`src/rtl/mw_pkg.sv`:
```
package mw_pkg;
  localparam int ADDR_W   = 8;
  localparam int DATA_W   = 16;
  localparam int HDR_W    = 1 + 2 + ADDR_W;
  localparam int FRAME_W  = HDR_W + DATA_W;
  localparam int RX_CELLS = DATA_W + 1;
  localparam int IDX_W    = $clog2(FRAME_W + 1);

  typedef enum logic [2:0] {
    OP_READ      = 3'd0,
    OP_WRITE     = 3'd1,
    OP_ERASE     = 3'd2,
    OP_ERASE_ALL = 3'd3,
    OP_WRITE_ALL = 3'd4,
    OP_PROG_EN   = 3'd5,
    OP_PROG_DIS  = 3'd6,
    OP_NONE      = 3'd7
  } mw_op_e;

  typedef enum logic [2:0] {
    ST_IDLE = 3'd0,
    ST_TX   = 3'd1,
    ST_RX   = 3'd2,
    ST_PGAP = 3'd3,
    ST_POLL = 3'd4,
    ST_GAP  = 3'd5
  } mw_state_e;
endpackage

```
`src/rtl/mw_frame_build.sv`:
```
module mw_frame_build
  import mw_pkg::*;
(
  input  logic [2:0]          op,
  input  logic [ADDR_W-1:0]   addr,
  input  logic [DATA_W-1:0]   wdata,
  output logic [FRAME_W-1:0]  frame,
  output logic [IDX_W-1:0]    nbits,
  output logic                is_read,
  output logic                is_prog,
  output logic                valid
);
  localparam int PAD_W = ADDR_W - 2;

  logic [1:0]        opc;
  logic [ADDR_W-1:0] a_fld;
  logic              has_data;

  always_comb begin
    opc      = 2'b00;
    a_fld    = addr;
    has_data = 1'b0;
    is_read  = 1'b0;
    is_prog  = 1'b0;
    valid    = 1'b1;
    case (mw_op_e'(op))
      OP_READ: begin
        opc     = 2'b10;
        is_read = 1'b1;
      end
      OP_WRITE: begin
        opc      = 2'b01;
        has_data = 1'b1;
        is_prog  = 1'b1;
      end
      OP_ERASE: begin
        opc     = 2'b11;
        is_prog = 1'b1;
      end
      OP_ERASE_ALL: begin
        a_fld   = {2'b10, {PAD_W{1'b0}}};
        is_prog = 1'b1;
      end
      OP_WRITE_ALL: begin
        a_fld    = {2'b01, {PAD_W{1'b0}}};
        has_data = 1'b1;
        is_prog  = 1'b1;
      end
      OP_PROG_EN:  a_fld = {2'b11, {PAD_W{1'b0}}};
      OP_PROG_DIS: a_fld = {2'b00, {PAD_W{1'b0}}};
      default: begin
        valid = 1'b0;
      end
    endcase
    frame = {1'b1, opc, a_fld, (has_data ? wdata : {DATA_W{1'b0}})};
    nbits = has_data ? IDX_W'(FRAME_W) : IDX_W'(HDR_W);
  end
endmodule

```
`src/rtl/mw_bit_timer.sv`:
```
module mw_bit_timer #(
  parameter int SK_HI = 2,
  parameter int SK_LO = 2
) (
  input  logic clk,
  input  logic rst_n,
  input  logic run,
  output logic phase_hi,
  output logic sample_now,
  output logic cell_end
);
  localparam int MAXP = (SK_HI > SK_LO) ? SK_HI : SK_LO;
  localparam int CW   = $clog2(MAXP + 1);

  logic [CW-1:0] cnt_q, cnt_nx;
  logic          hi_q, hi_nx;
  logic          last_lo, last_hi;

  assign last_lo    = !hi_q && (cnt_q == CW'(SK_LO - 1));
  assign last_hi    =  hi_q && (cnt_q == CW'(SK_HI - 1));
  assign phase_hi   = hi_q;
  assign sample_now = run && last_lo;
  assign cell_end   = run && last_hi;

  always_comb begin
    cnt_nx = cnt_q + CW'(1);
    hi_nx  = hi_q;
    if (!run) begin
      cnt_nx = '0;
      hi_nx  = 1'b0;
    end else if (last_lo) begin
      cnt_nx = '0;
      hi_nx  = 1'b1;
    end else if (last_hi) begin
      cnt_nx = '0;
      hi_nx  = 1'b0;
    end
  end

  always_ff @(posedge clk or negedge rst_n) begin
    if (!rst_n) begin
      cnt_q <= '0;
      hi_q  <= 1'b0;
    end else begin
      cnt_q <= cnt_nx;
      hi_q  <= hi_nx;
    end
  end

  // phase length monitors, saturating
  logic [CW-1:0] hi_run_q, lo_run_q;
  always_ff @(posedge clk or negedge rst_n) begin
    if (!rst_n) begin
      hi_run_q <= '0;
      lo_run_q <= '0;
    end else begin
      if (run && hi_q)
        hi_run_q <= (hi_run_q == CW'(SK_HI)) ? hi_run_q : hi_run_q + CW'(1);
      else
        hi_run_q <= '0;
      if (run && !hi_q)
        lo_run_q <= (lo_run_q == CW'(SK_LO)) ? lo_run_q : lo_run_q + CW'(1);
      else
        lo_run_q <= '0;
    end
  end


  sk_high_min_chk: assert property (@(posedge clk) disable iff (!rst_n)
    $fell(hi_q) |-> hi_run_q == CW'(SK_HI));

  sk_low_min_chk: assert property (@(posedge clk) disable iff (!rst_n)
    $rose(hi_q) |-> lo_run_q == CW'(SK_LO));
endmodule

```
`src/rtl/mw_rx_shift.sv`:
```
module mw_rx_shift #(
  parameter int W = 16
) (
  input  logic         clk,
  input  logic         rst_n,
  input  logic         clr,
  input  logic         shift_en,
  input  logic         din,
  output logic [W-1:0] q
);
  logic [W-1:0] q_nx;

  always_comb begin
    q_nx = q;
    if (clr)           q_nx = '0;
    else if (shift_en) q_nx = {q[W-2:0], din};
  end

  always_ff @(posedge clk or negedge rst_n) begin
    if (!rst_n) q <= '0;
    else        q <= q_nx;
  end
endmodule

```
`src/rtl/mw_host.sv`:
```
module mw_host
  import mw_pkg::*;
#(
  parameter int SK_HI    = 2,
  parameter int SK_LO    = 2,
  parameter int CS_LO    = 4,
  parameter int POLL_MAX = 1250000
) (
  input  logic              clk,
  input  logic              rst_n,
  input  logic              cmd_start,
  input  logic [2:0]        cmd_op,
  input  logic [7:0]        cmd_addr,
  input  logic [15:0]       cmd_wdata,
  output logic [15:0]       cmd_rdata,
  output logic              cmd_done,
  output logic              cmd_timeout,
  output logic              mw_cs,
  output logic              mw_sk,
  output logic              mw_di,
  input  logic              mw_do
);
  localparam int GAP_W  = $clog2(CS_LO + 1);
  localparam int POLL_W = $clog2(POLL_MAX + 1);

  mw_state_e          st_q, st_nx;
  logic [FRAME_W-1:0] frame_q, frame_nx;
  logic [IDX_W-1:0]   nbits_q, nbits_nx;
  logic [IDX_W-1:0]   idx_q, idx_nx;
  logic               rd_q, rd_nx;
  logic               pg_q, pg_nx;
  logic [GAP_W-1:0]   gap_q, gap_nx;
  logic [POLL_W-1:0]  poll_q, poll_nx;
  logic [DATA_W-1:0]  rdata_q, rdata_nx;
  logic               done_q, done_nx;
  logic               tout_q, tout_nx;

  logic [FRAME_W-1:0] fb_frame;
  logic [IDX_W-1:0]   fb_nbits;
  logic               fb_read, fb_prog, fb_valid;
  logic               run, phase_hi, sample_now, cell_end;
  logic               rx_clr, rx_shift;
  logic [DATA_W-1:0]  rx_q;

  mw_frame_build u_fb (
    .op      (cmd_op),
    .addr    (cmd_addr),
    .wdata   (cmd_wdata),
    .frame   (fb_frame),
    .nbits   (fb_nbits),
    .is_read (fb_read),
    .is_prog (fb_prog),
    .valid   (fb_valid)
  );

  assign run = (st_q == ST_TX) || (st_q == ST_RX);

  mw_bit_timer #(.SK_HI(SK_HI), .SK_LO(SK_LO)) u_tmr (
    .clk        (clk),
    .rst_n      (rst_n),
    .run        (run),
    .phase_hi   (phase_hi),
    .sample_now (sample_now),
    .cell_end   (cell_end)
  );

  mw_rx_shift #(.W(DATA_W)) u_rx (
    .clk      (clk),
    .rst_n    (rst_n),
    .clr      (rx_clr),
    .shift_en (rx_shift),
    .din      (mw_do),
    .q        (rx_q)
  );

  always_comb begin
    st_nx    = st_q;
    frame_nx = frame_q;
    nbits_nx = nbits_q;
    idx_nx   = idx_q;
    rd_nx    = rd_q;
    pg_nx    = pg_q;
    gap_nx   = gap_q;
    poll_nx  = poll_q;
    rdata_nx = rdata_q;
    done_nx  = 1'b0;
    tout_nx  = tout_q;
    rx_clr   = 1'b0;
    rx_shift = 1'b0;
    case (st_q)
      ST_IDLE: begin
        if (cmd_start && fb_valid) begin
          st_nx    = ST_TX;
          frame_nx = fb_frame;
          nbits_nx = fb_nbits;
          idx_nx   = '0;
          rd_nx    = fb_read;
          pg_nx    = fb_prog;
          tout_nx  = 1'b0;
          rx_clr   = 1'b1;
        end
      end
      ST_TX: begin
        if (cell_end) begin
          if (idx_q == nbits_q - IDX_W'(1)) begin
            idx_nx = '0;
            gap_nx = '0;
            if (rd_q) begin
              st_nx = ST_RX;
            end else if (pg_q) begin
              st_nx = ST_PGAP;
            end else begin
              st_nx   = ST_GAP;
              done_nx = 1'b1;
            end
          end else begin
            idx_nx   = idx_q + IDX_W'(1);
            frame_nx = {frame_q[FRAME_W-2:0], 1'b0};
          end
        end
      end
      ST_RX: begin
        // the first cell carries the dummy bit and is not shifted in
        rx_shift = sample_now && (idx_q != '0);
        if (cell_end) begin
          if (idx_q == IDX_W'(RX_CELLS - 1)) begin
            st_nx    = ST_GAP;
            gap_nx   = '0;
            done_nx  = 1'b1;
            rdata_nx = rx_q;
          end else begin
            idx_nx = idx_q + IDX_W'(1);
          end
        end
      end
      ST_PGAP: begin
        gap_nx = gap_q + GAP_W'(1);
        if (gap_q == GAP_W'(CS_LO - 1)) begin
          st_nx   = ST_POLL;
          poll_nx = '0;
        end
      end
      ST_POLL: begin
        poll_nx = poll_q + POLL_W'(1);
        if (mw_do) begin
          st_nx   = ST_GAP;
          gap_nx  = '0;
          done_nx = 1'b1;
        end else if (poll_q == POLL_W'(POLL_MAX - 1)) begin
          st_nx   = ST_GAP;
          gap_nx  = '0;
          done_nx = 1'b1;
          tout_nx = 1'b1;
        end
      end
      ST_GAP: begin
        gap_nx = gap_q + GAP_W'(1);
        if (gap_q == GAP_W'(CS_LO - 1)) st_nx = ST_IDLE;
      end
      default: st_nx = ST_GAP;
    endcase
  end

  always_ff @(posedge clk or negedge rst_n) begin
    if (!rst_n) begin
      st_q    <= ST_GAP;
      frame_q <= '0;
      nbits_q <= '0;
      idx_q   <= '0;
      rd_q    <= 1'b0;
      pg_q    <= 1'b0;
      gap_q   <= '0;
      poll_q  <= '0;
      rdata_q <= '0;
      done_q  <= 1'b0;
      tout_q  <= 1'b0;
    end else begin
      st_q    <= st_nx;
      frame_q <= frame_nx;
      nbits_q <= nbits_nx;
      idx_q   <= idx_nx;
      rd_q    <= rd_nx;
      pg_q    <= pg_nx;
      gap_q   <= gap_nx;
      poll_q  <= poll_nx;
      rdata_q <= rdata_nx;
      done_q  <= done_nx;
      tout_q  <= tout_nx;
    end
  end

  assign mw_cs       = (st_q == ST_TX) || (st_q == ST_RX) || (st_q == ST_POLL);
  assign mw_sk       = run && phase_hi;
  assign mw_di       = (st_q == ST_TX) && frame_q[FRAME_W-1];
  assign cmd_rdata   = rdata_q;
  assign cmd_done    = done_q;
  assign cmd_timeout = tout_q;

  // select-low interval monitor, saturating
  logic [GAP_W-1:0] cs_lo_run_q;
  always_ff @(posedge clk or negedge rst_n) begin
    if (!rst_n)     cs_lo_run_q <= '0;
    else if (mw_cs) cs_lo_run_q <= '0;
    else if (cs_lo_run_q != GAP_W'(CS_LO)) cs_lo_run_q <= cs_lo_run_q + GAP_W'(1);
  end


  sk_low_cs_rise_chk: assert property (@(posedge clk) disable iff (!rst_n)
    $rose(mw_cs) |-> !mw_sk);

  sk_low_cs_fall_chk: assert property (@(posedge clk) disable iff (!rst_n)
    $fell(mw_cs) |-> !mw_sk);

  cs_low_gap_chk: assert property (@(posedge clk) disable iff (!rst_n)
    $rose(mw_cs) |-> cs_lo_run_q == GAP_W'(CS_LO));

  done_single_chk: assert property (@(posedge clk) disable iff (!rst_n)
    cmd_done |=> !cmd_done);

  done_at_cs_fall_chk: assert property (@(posedge clk) disable iff (!rst_n)
    cmd_done |-> $fell(mw_cs));

  timeout_with_done_chk: assert property (@(posedge clk) disable iff (!rst_n)
    $rose(cmd_timeout) |-> cmd_done);

  ready_ends_poll_chk: assert property (@(posedge clk) disable iff (!rst_n)
    (st_q == ST_POLL) && mw_do |=> cmd_done && !cmd_timeout);

  null_op_ignored_chk: assert property (@(posedge clk) disable iff (!rst_n)
    (st_q == ST_IDLE) && cmd_start && (cmd_op == 3'd7) |=> !mw_cs);
endmodule

```
`config.mk`:
```
export PLATFORM = sky130hd
export DESIGN_NAME = mw_host
export DESIGN_NICKNAME = d
export VERILOG_FILES = /design/src/rtl/mw_pkg.sv /design/src/rtl/mw_frame_build.sv /design/src/rtl/mw_bit_timer.sv /design/src/rtl/mw_rx_shift.sv /design/src/rtl/mw_host.sv
export SDC_FILE = /design/constraint.sdc
export NUM_CORES = 1
export LEC_CHECK = 0
export BUFFER_PORTS_ARGS = -buffer_cell sky130_fd_sc_hd__buf_4
export CAP_MARGIN = 0
export CORE_MARGIN = 8
export CORE_UTILIZATION = 45
export CTS_CLUSTER_SIZE = 10
export DETAILED_ROUTE_END_ITERATION = 6
export SLEW_MARGIN = 20
export SYNTH_ARGS = -nofsm -noshare
export SYNTH_HDL_FRONTEND = slang
export SYNTH_HIERARCHICAL = 1
export SYNTH_SLANG_ARGS = --single-unit
```
`constraint.sdc`:
```
create_clock -name clk -period 8.2 [get_ports clk]
set_input_delay 0.82 -clock clk [delete_from_list [all_inputs] [get_ports clk]]
set_output_delay 0.82 -clock clk [all_outputs]
set_load 0.05 [all_outputs]
```
==> results.md, run 1 <==
- Layout-stage area growth over the synthesis result: 13.8%
- Number of synthesized flops with an enable pin: 0
- Max Cap Viol: 0
- Number of CTS-inserted buffers: 9
- Hpwl dp: around 7.5 mm
- TritonCTS clock tree: yes
- Setup violators final: 0
- Max stage delay on crit path: roughly 0.66 ns
- Share of the synthesized area in compound gates (AO/OA/AOI/OAI): 10.6%
- Remaining Overflow, GRT: 0
- Post-synthesis area per instance: ~9.6 sq um
- Number of buffers on the longest clock path: 2
- Area used by multi-input combinational logic: 0.00251 sq mm
- Vias in the first global route: roughly 3800
- CTS sink cnt: roughly 100
- Crit path launch type: flop
- Critical Path RT: 7.38 ns
- Number of rows in the core area: 39
- Combinational family with the most area after synthesis: simple AND/OR/NAND/NOR gates
- Hold Path Class: reg -> reg
- Via count normalized by instance count: 5.41
- Leakage: 2.70 nW
- Cell variety after synth: 57
- Sequential power share: 41.2%
- Fraction of synthesized area in multiplexers: 9.08%
- Worst hold slack after final layout: 0.465 ns
- Final Wtd Congestion: just over 0.8
- Library cell contributing the largest single delay on the critical path: sky130_fd_sc_hd__dfstp_2
- Total Routed Length: 10.5 mm
- Total iterations of the first detailed-routing run: 5
- Share of post-route cells with drive strength above 1: 17.5%
- Overall track demand over capacity in global routing: between 10% and 20%
- Period utilization: 36.5%
- Vertical die dimension: 125 um
- Antenna violation net count after detailed routing: 0
- Fraction of registers with async set or reset after synthesis: 100%
- Total internal power: 1.16 mW
- Flip-flop and latch count after synthesis: 103
- Flip-flop cell with the highest count after synthesis: sky130_fd_sc_hd__dfrtp_1
- Initial Utilization: 46.3%
- Minimum clock period: 2.99 ns
- Cell count after synthesis: 554
- Post-cts sizing count: 0
- Result of the run: completed
- CTS hold repair buffers: 0
- CP max FO: 28
- Share of synthesized cell area in and, or, nand and nor gates: 23.2%
- Input/output buffers: between 50 and 60
- Die outline width: 125 um
- Number of remaining DRC errors: 0
- Adder-cell share of the synthesized area: about 1.4%
- Setup repair after global routing missed its margin: no
- Fraction of synthesized cell area in xor and xnor cells: 2.00%
- Number of levels in the clock H-tree: 3
- Worst slew slack as a fraction of its limit: between 30% and 40%
- Fill cells: ~1000
- Placed instance count: 717
- Slew of the pin with the lowest slew margin: 0.948 ns
- Setup crit end kind: output port
- Relative contribution of combinational cells to total power: 35.6%
- Total standard cell area after synthesis: around 0.0053 sq mm
- Pwr dens: 313 mW/mm^2
- Maximum vdd ir drop: 0.000147 V
- Drt initial violations: 319
- Number of non-filler instances in the completed layout: 733
- Fraction of power spent switching nets: 38.9%
- Routed WL per cell: approximately 14 um
- Final-layout setup total negative slack: 0 ns
- Worst-case clock skew: 0.0133 ns
- Startpoint-to-endpoint class of the critical path: reg -> out
- Global-route wire length before repair: 18.4 mm
- Number of buffers inserted to repair setup after CTS: 0
- Number of I/O pins: 52
- Final Hold Vio Count: 0
- Reported net switching power: ~0.74 mW
- Cell family contributing the most delay on the critical path: flip-flops
- Antenna diode count: 0
- Sequential standard cell area: 0.00258 sq mm
- Worst-skew pair later-pin latency: between 0.3 and 0.4 ns
- CTS clock-pin slew for the worst setup and hold paths: 0.07 ns
- Final Slew Violations: 0
- Std-Cell Core Area: 0.0115 sq mm
- Total number of vias: approximately 4000
- Seq/Total Area, Yosys: 48.6%
- Portion of total power attributed to the clock network: a little under a quarter
- Worst EP arrival: 2.17 ns
- Cell at the root of the clock tree: sky130_fd_sc_hd__clkbuf_16
- Critical path buffer and inverter count: 2
- Nets@finish: 622
- Crit-path cells: nor2b_1 > nor2b_1 > buf_4 > and2_1 > buf_4
- Initial antenna violation count: 0
- Yosys warning count: 6
- Maximum frequency from static timing analysis: 334 MHz
- Die footprint: 0.0155 sq mm
- Largest net degree at the start of global routing: 58
-- worst register-to-register path: stages (launching register included) --
cell and delay (ns):
sky130_fd_sc_hd__dfrtp_1 0.67, sky130_fd_sc_hd__xnor2_1 0.19, sky130_fd_sc_hd__nor2_1 0.31, sky130_fd_sc_hd__and3_1 0.34
sky130_fd_sc_hd__o21ai_0 0.18, sky130_fd_sc_hd__a2111oi_4 0.35, sky130_fd_sc_hd__buf_4 0.47, sky130_fd_sc_hd__nor2_1 0.08
sky130_fd_sc_hd__a31oi_1 0.17
-- power groups by stage --
stage / Sequential [mW] / Clock, mW / Combinational (mW)
2_1_floorplan: 0.742 / 0 / 0.558
3_3_place_gp: 0.783 / 0 / 0.662
3_5_place_dp: 0.787 / 0 / 0.685
4_1_cts: 0.779 / 0.451 / 0.683
5_1_grt: 0.802 / 0.472 / 0.768
6_report: 0.779 / 0.440 / 0.673
-- cell usage in the layout, fill, tap and decap left out, types with 7 or more instances in the layout --
cell and count:
sky130_fd_sc_hd__a21oi_1 11, sky130_fd_sc_hd__a31oi_1 26, sky130_fd_sc_hd__and3_1 9, sky130_fd_sc_hd__buf_4 55, sky130_fd_sc_hd__clkbuf_16 9, sky130_fd_sc_hd__dfrtp_1 101, sky130_fd_sc_hd__inv_1 10, sky130_fd_sc_hd__mux2_1 10
sky130_fd_sc_hd__mux2_2 15, sky130_fd_sc_hd__mux2i_1 20, sky130_fd_sc_hd__nand2_1 85, sky130_fd_sc_hd__nand3_1 25, sky130_fd_sc_hd__nor2_1 68, sky130_fd_sc_hd__nor2b_1 7, sky130_fd_sc_hd__nor3b_1 16, sky130_fd_sc_hd__o21ai_0 20
sky130_fd_sc_hd__o21ai_1 12
-- cell families (layout without fill, tap and decap cells) --
logic type | count (synthesis) | after routing
simple gates | 250 | 250
flops | 103 | 103
compound gates | 90 | 90
buf+inv | 48 | 81
mux | 45 | 45
xor+xnor | 10 | 10
fa+ha+maj | 6 | 6
other cells | 2 | 5
-- cell type report --
| type | instances | share of cell area, % |
|---|---|---|
| Tap cell | 143 | 2.96 |
| Inverter | 10 | 0.622 |
| Sequential cell | 103 | 42.7 |
| Clock inverter | 7 | 1.55 |
| Clock buffer | 9 | 3.73 |
| Multi-Input combinational cell | 406 | 41.6 |
| Timing Repair Buffer | 55 | 6.84 |
-- synthesized netlist by cell type, types with 11 or more instances --
| cell type | n | area, sq um |
|---|---|---|
| sky130_fd_sc_hd__o21ai_0 | 20 | 100 |
| sky130_fd_sc_hd__o21ai_1 | 12 | 60.1 |
| sky130_fd_sc_hd__mux2_2 | 15 | 169 |
| sky130_fd_sc_hd__clkbuf_1 | 21 | 78.8 |
| sky130_fd_sc_hd__mux2i_1 | 20 | 200 |
| sky130_fd_sc_hd__a31oi_1 | 27 | 169 |
| sky130_fd_sc_hd__nor3b_1 | 16 | 120 |
| sky130_fd_sc_hd__dfrtp_1 | 101 | 2530 |
| sky130_fd_sc_hd__a21oi_1 | 11 | 55.1 |
| sky130_fd_sc_hd__nor2_1 | 68 | 255 |
| sky130_fd_sc_hd__nand2_1 | 85 | 319 |
| sky130_fd_sc_hd__nand3_1 | 25 | 125 |
-- layer usage --
layer,GRT usage (%),wire length [um]
met4,4.96,139
met1,19.6,5240
met5,0,0
met2,20.5,4680
met3,2.60,429
-- final timing paths --
kind                       cells after the start      startpoint             end  slack [ns]
max                                            5         st_q[0]           mw_di        5.21
min                                            1  u_tmr/cnt_q[0]  u_tmr/cnt_q[0]        0.46
max reg2reg                                    8         st_q[1]      frame_q[2]        5.37
min reg2reg                                    1  u_tmr/cnt_q[0]  u_tmr/cnt_q[0]        0.46
max in group asynchronous                      2           rst_n  u_tmr/cnt_q[1]        6.60
min in group asynchronous                      1           rst_n   cmd_rdata[10]        0.47
-- sequential cells by signal (all words and copies together) (netlist names) --
name,flops
pg_q,1
poll_q,21
nbits_q,5
gap_q,3
u_tmr/phase_hi,1
u_rx/q,16
frame_q,27
st_q,3
u_tmr/cnt_q,2
idx_q,5
cmd_timeout,1
rd_q,1
cmd_rdata,16
cmd_done,1
-- through the flow --
| step | setup WS [ns] | total power [mW] | utilization, % | area, sq um |
|---|---|---|---|---|
| 4_1_cts | 5.11 | 1.91 | 52.6 | 6040 |
| 3_5_place_dp | 5.12 | 1.47 | 49.9 | 5720 |
| 3_3_place_gp | 5.21 | 1.44 | 49.8 | 5710 |
| 5_1_grt | 5.04 | 2.04 | 52.7 | 6040 |
| 2_1_floorplan | 5.34 | 1.30 | - | 5320 |
| 6_report | 5.21 | 1.89 | 52.7 | 6040 |
Note: power is estimated with default switching activity, not from simulation.
==> run 2, diff against run 1 <==
==> constraint.sdc (replaced) <==
create_clock -name clk -period 3.1 [get_ports clk]
set_input_delay 0.31 -clock clk [delete_from_list [all_inputs] [get_ports clk]]
set_output_delay 0.31 -clock clk [all_outputs]
set_load 0.05 [all_outputs]
==> run 2 against run 1 <==
Against the previous run:
- total power grew to 2.7 times the previous value
- worst hold slack worse by 0.45 ns
- non-clock buffer count is 10 higher
==> results.md, run 2 (synthesis results as in run 1) <==
- Fraction of power spent switching nets: 37.9% (-0.99 points)
- Number of remaining DRC errors: 0 (unchanged)
- Antenna violation net count after detailed routing: 0 (unchanged)
- Nets@finish: 632 (+1.6%)
- Number of buffers on the longest clock path: 2 (unchanged)
- Via count normalized by instance count: 5.35 (-1.1%)
- Total number of vias: 3977 (+0.28%)
- Initial antenna violation count: 0 (unchanged)
- Setup crit end kind: flop
- CTS hold repair buffers: 0 (unchanged)
- Crit-path cells: nor4b_1 > nand2_1 > nor4_1 > nor3_1 > or4b_1 > mux2_2
- Std-Cell Core Area: 0.0115 sq mm (unchanged)
- Worst slew slack as a fraction of its limit: 43.1% (+6.4 points)
- Hpwl dp: 7.78 mm (+3.8%)
- Library cell contributing the largest single delay on the critical path: sky130_fd_sc_hd__or4b_1
- Drt initial violations: 296 (-7.2%)
- Maximum frequency from static timing analysis: just under 400 MHz
- Result of the run: completed
- Share of post-route cells with drive strength above 1: 18.7% (+1.2 points)
- Leakage: 2.75 nW (+2.0%)
- Pwr dens: 838 mW/mm^2 (+170%)
- Final Wtd Congestion: 0.809 (-0.64%)
- Slew of the pin with the lowest slew margin: 0.846 ns (-0.102 ns)
- Post-cts sizing count: 0 (unchanged)
- Global-route wire length before repair: 19.1 mm (+4.1%)
- Sequential power share: 39.9% (-1.3 points)
- Total iterations of the first detailed-routing run: 4 (-1)
- Startpoint-to-endpoint class of the critical path: reg -> reg
- Final Hold Vio Count: 0 (unchanged)
- TritonCTS clock tree: yes
- Maximum vdd ir drop: 0.000482 V (+230%)
- Worst-case clock skew: 0.00506 ns (-0.00822 ns)
- Reported net switching power: 1.95 mW (+160%)
- Most flops, register: frame_q
- Cell at the root of the clock tree: sky130_fd_sc_hd__clkbuf_16
- Routed WL per cell: 14.8 um (+3.2%)
- Commonest non-fill, non-tap cells in the layout: sky130_fd_sc_hd__dfrtp_1, sky130_fd_sc_hd__nand2_1, sky130_fd_sc_hd__nor2_1
- Hold Path Class: in -> async
- Setup repair after global routing missed its margin: no
- Post-Route Utilization: 53.4% (+0.71 points)
- Largest registers in the final layout: frame_q x27, poll_q x21
- Die footprint: 0.0155 sq mm (unchanged)
- Input/output buffers: 51 (unchanged)
- Number of CTS-inserted buffers: 9 (unchanged)
- Relative contribution of combinational cells to total power: 37.2% (+1.6 points)
- Worst EP arrival: 2.80 ns (+0.63 ns)
- Design area: 0.00612 sq mm (+1.3%)
- Crit path launch type: flop
- Vertical die dimension: 125 um (unchanged)
- CTS sink cnt: 103 (unchanged)
- Portion of total power attributed to the clock network: 23.0% (-0.2 points)
- Max Cap Viol: 0 (unchanged)
- Layout-stage area growth over the synthesis result: 15.3%
- Number of rows in the core area: 39 (unchanged)
- Period utilization: between 80% and 90%
- Critical Path RT: 3.33 ns (-4.05 ns)
- Vias in the first global route: 4092 (+8.9%)
- Critical path buffer and inverter count: 0 (-2)
- Max stage delay on crit path: 0.60 ns (-0.06 ns)
- Most frequent standard cell in the layout excluding fill and tap cells: sky130_fd_sc_hd__dfrtp_1
- Die outline width: 125 um (unchanged)
- Remaining Overflow, GRT: 0 (unchanged)
- Initial Utilization: 46.3% (unchanged)
- Overall track demand over capacity in global routing: 14.6% (+0.78 points)
- Setup violators final: 0 (unchanged)
- CP max FO: 5 (-82%)
- CTS clock-pin slew for the worst setup and hold paths: 0.07 ns (about the same)
- Total internal power: 3.18 mW (+180%)
- Minimum clock period: 2.57 ns
- Cell family contributing the most delay on the critical path: simple AND/OR/NAND/NOR gates
- Number of I/O pins: 52 (unchanged)
- Antenna diode count: 0 (unchanged)
- Placed cell areas: 0.00581 sq mm (+1.6%)
- Final-layout setup total negative slack: 0 ns (unchanged)
- Number of levels in the clock H-tree: 3 (unchanged)
- Final Slew Violations: 0 (unchanged)
- Largest net degree at the start of global routing: 55 (-5.2%)
- Flip-flop count of the largest register after layout: 27 (unchanged)
- Number of buffers inserted to repair setup after CTS: 0 (unchanged)
- Total Routed Length: 11.0 mm (+4.6%)
- Worst-skew pair later-pin latency: 0.34 ns (about the same)
==> run 2: layer usage <==
| metal | vias up | global-route usage [%] | wire length (um) |
|---|---|---|---|
| li1 | 1986 | - | - |
| met1 | 1933 | 18.5 | 5300 |
| met2 | 56 | 23.7 | 5240 |
| met3 | 2 | 3.15 | 388 |
| met4 | 0 | 5.67 | 54 |
| met5 | - | 0 | 0 |
==> run 2: area by class of cell <==
| cell class | count | area (sq um) |
|---|---|---|
| clock buffers | 9 | 225 |
| clock inverters | 7 | 86.3 |
| multi-input cells | 406 | 2500 |
| repair buffers | 65 | 513 |
| well taps | 143 | 179 |
| inverters | 10 | 37.5 |
| fillers | 1031 | 5350 |
| flip-flops and latches | 103 | 2580 |
==> run 2: stage by stage <==
| step | std cells | power, mW | hold WS, ns | setup WS, ns |
|---|---|---|---|---|
| after floorplan | 557 | 3.44 | 0.0144 | 0.383 |
| after detailed placement | 727 | 4.01 | 0.409 | 0.555 |
| after CTS | 743 | 5.21 | 0.0314 | 0.543 |
| final | 743 | 5.13 | 0.0160 | 0.530 |
| after global routing | 743 | 5.54 | 0.0630 | 0.401 |
| after global placement | 727 | 3.94 | 0.408 | 0.630 |
==> run 2: path summary, 6_finish.rpt <==
check | startpoint | endpoint | slack [ns] | cells past startpoint
setup / recovery | poll_q[4] | gap_q[0] | 0.53 | 6
hold / removal | rst_n | u_rx/q[8] | 0.02 | 1
setup reg to reg | poll_q[4] | gap_q[0] | 0.53 | 6
hold reg to reg | u_tmr/cnt_q[0] | u_tmr/cnt_q[0] | 0.46 | 1
max in group asynchronous | rst_n | poll_q[11] | 2.25 | 3
min in group clk | mw_do | u_rx/q[0] | 0.27 | 3
==> run 2: worst reg2reg max path: stages (launching register included) <==
cell and delay (ns):
sky130_fd_sc_hd__dfrtp_1 0.42, sky130_fd_sc_hd__nor4b_1 0.43, sky130_fd_sc_hd__nand2_1 0.11, sky130_fd_sc_hd__nor4_1 0.49, sky130_fd_sc_hd__nor3_1 0.13, sky130_fd_sc_hd__or4b_1 0.60, sky130_fd_sc_hd__mux2_2 0.29
==> run 2: power by group through the flow <==
stage                     clock, mW  combinational, mW  sequential, mW
final                          1.18               1.91            2.05
after global routing           1.27               2.16            2.11
after CTS                      1.22               1.94            2.05
after detailed placement          0               1.93            2.07
after global placement            0               1.88            2.06
after floorplan                   0               1.48            1.96
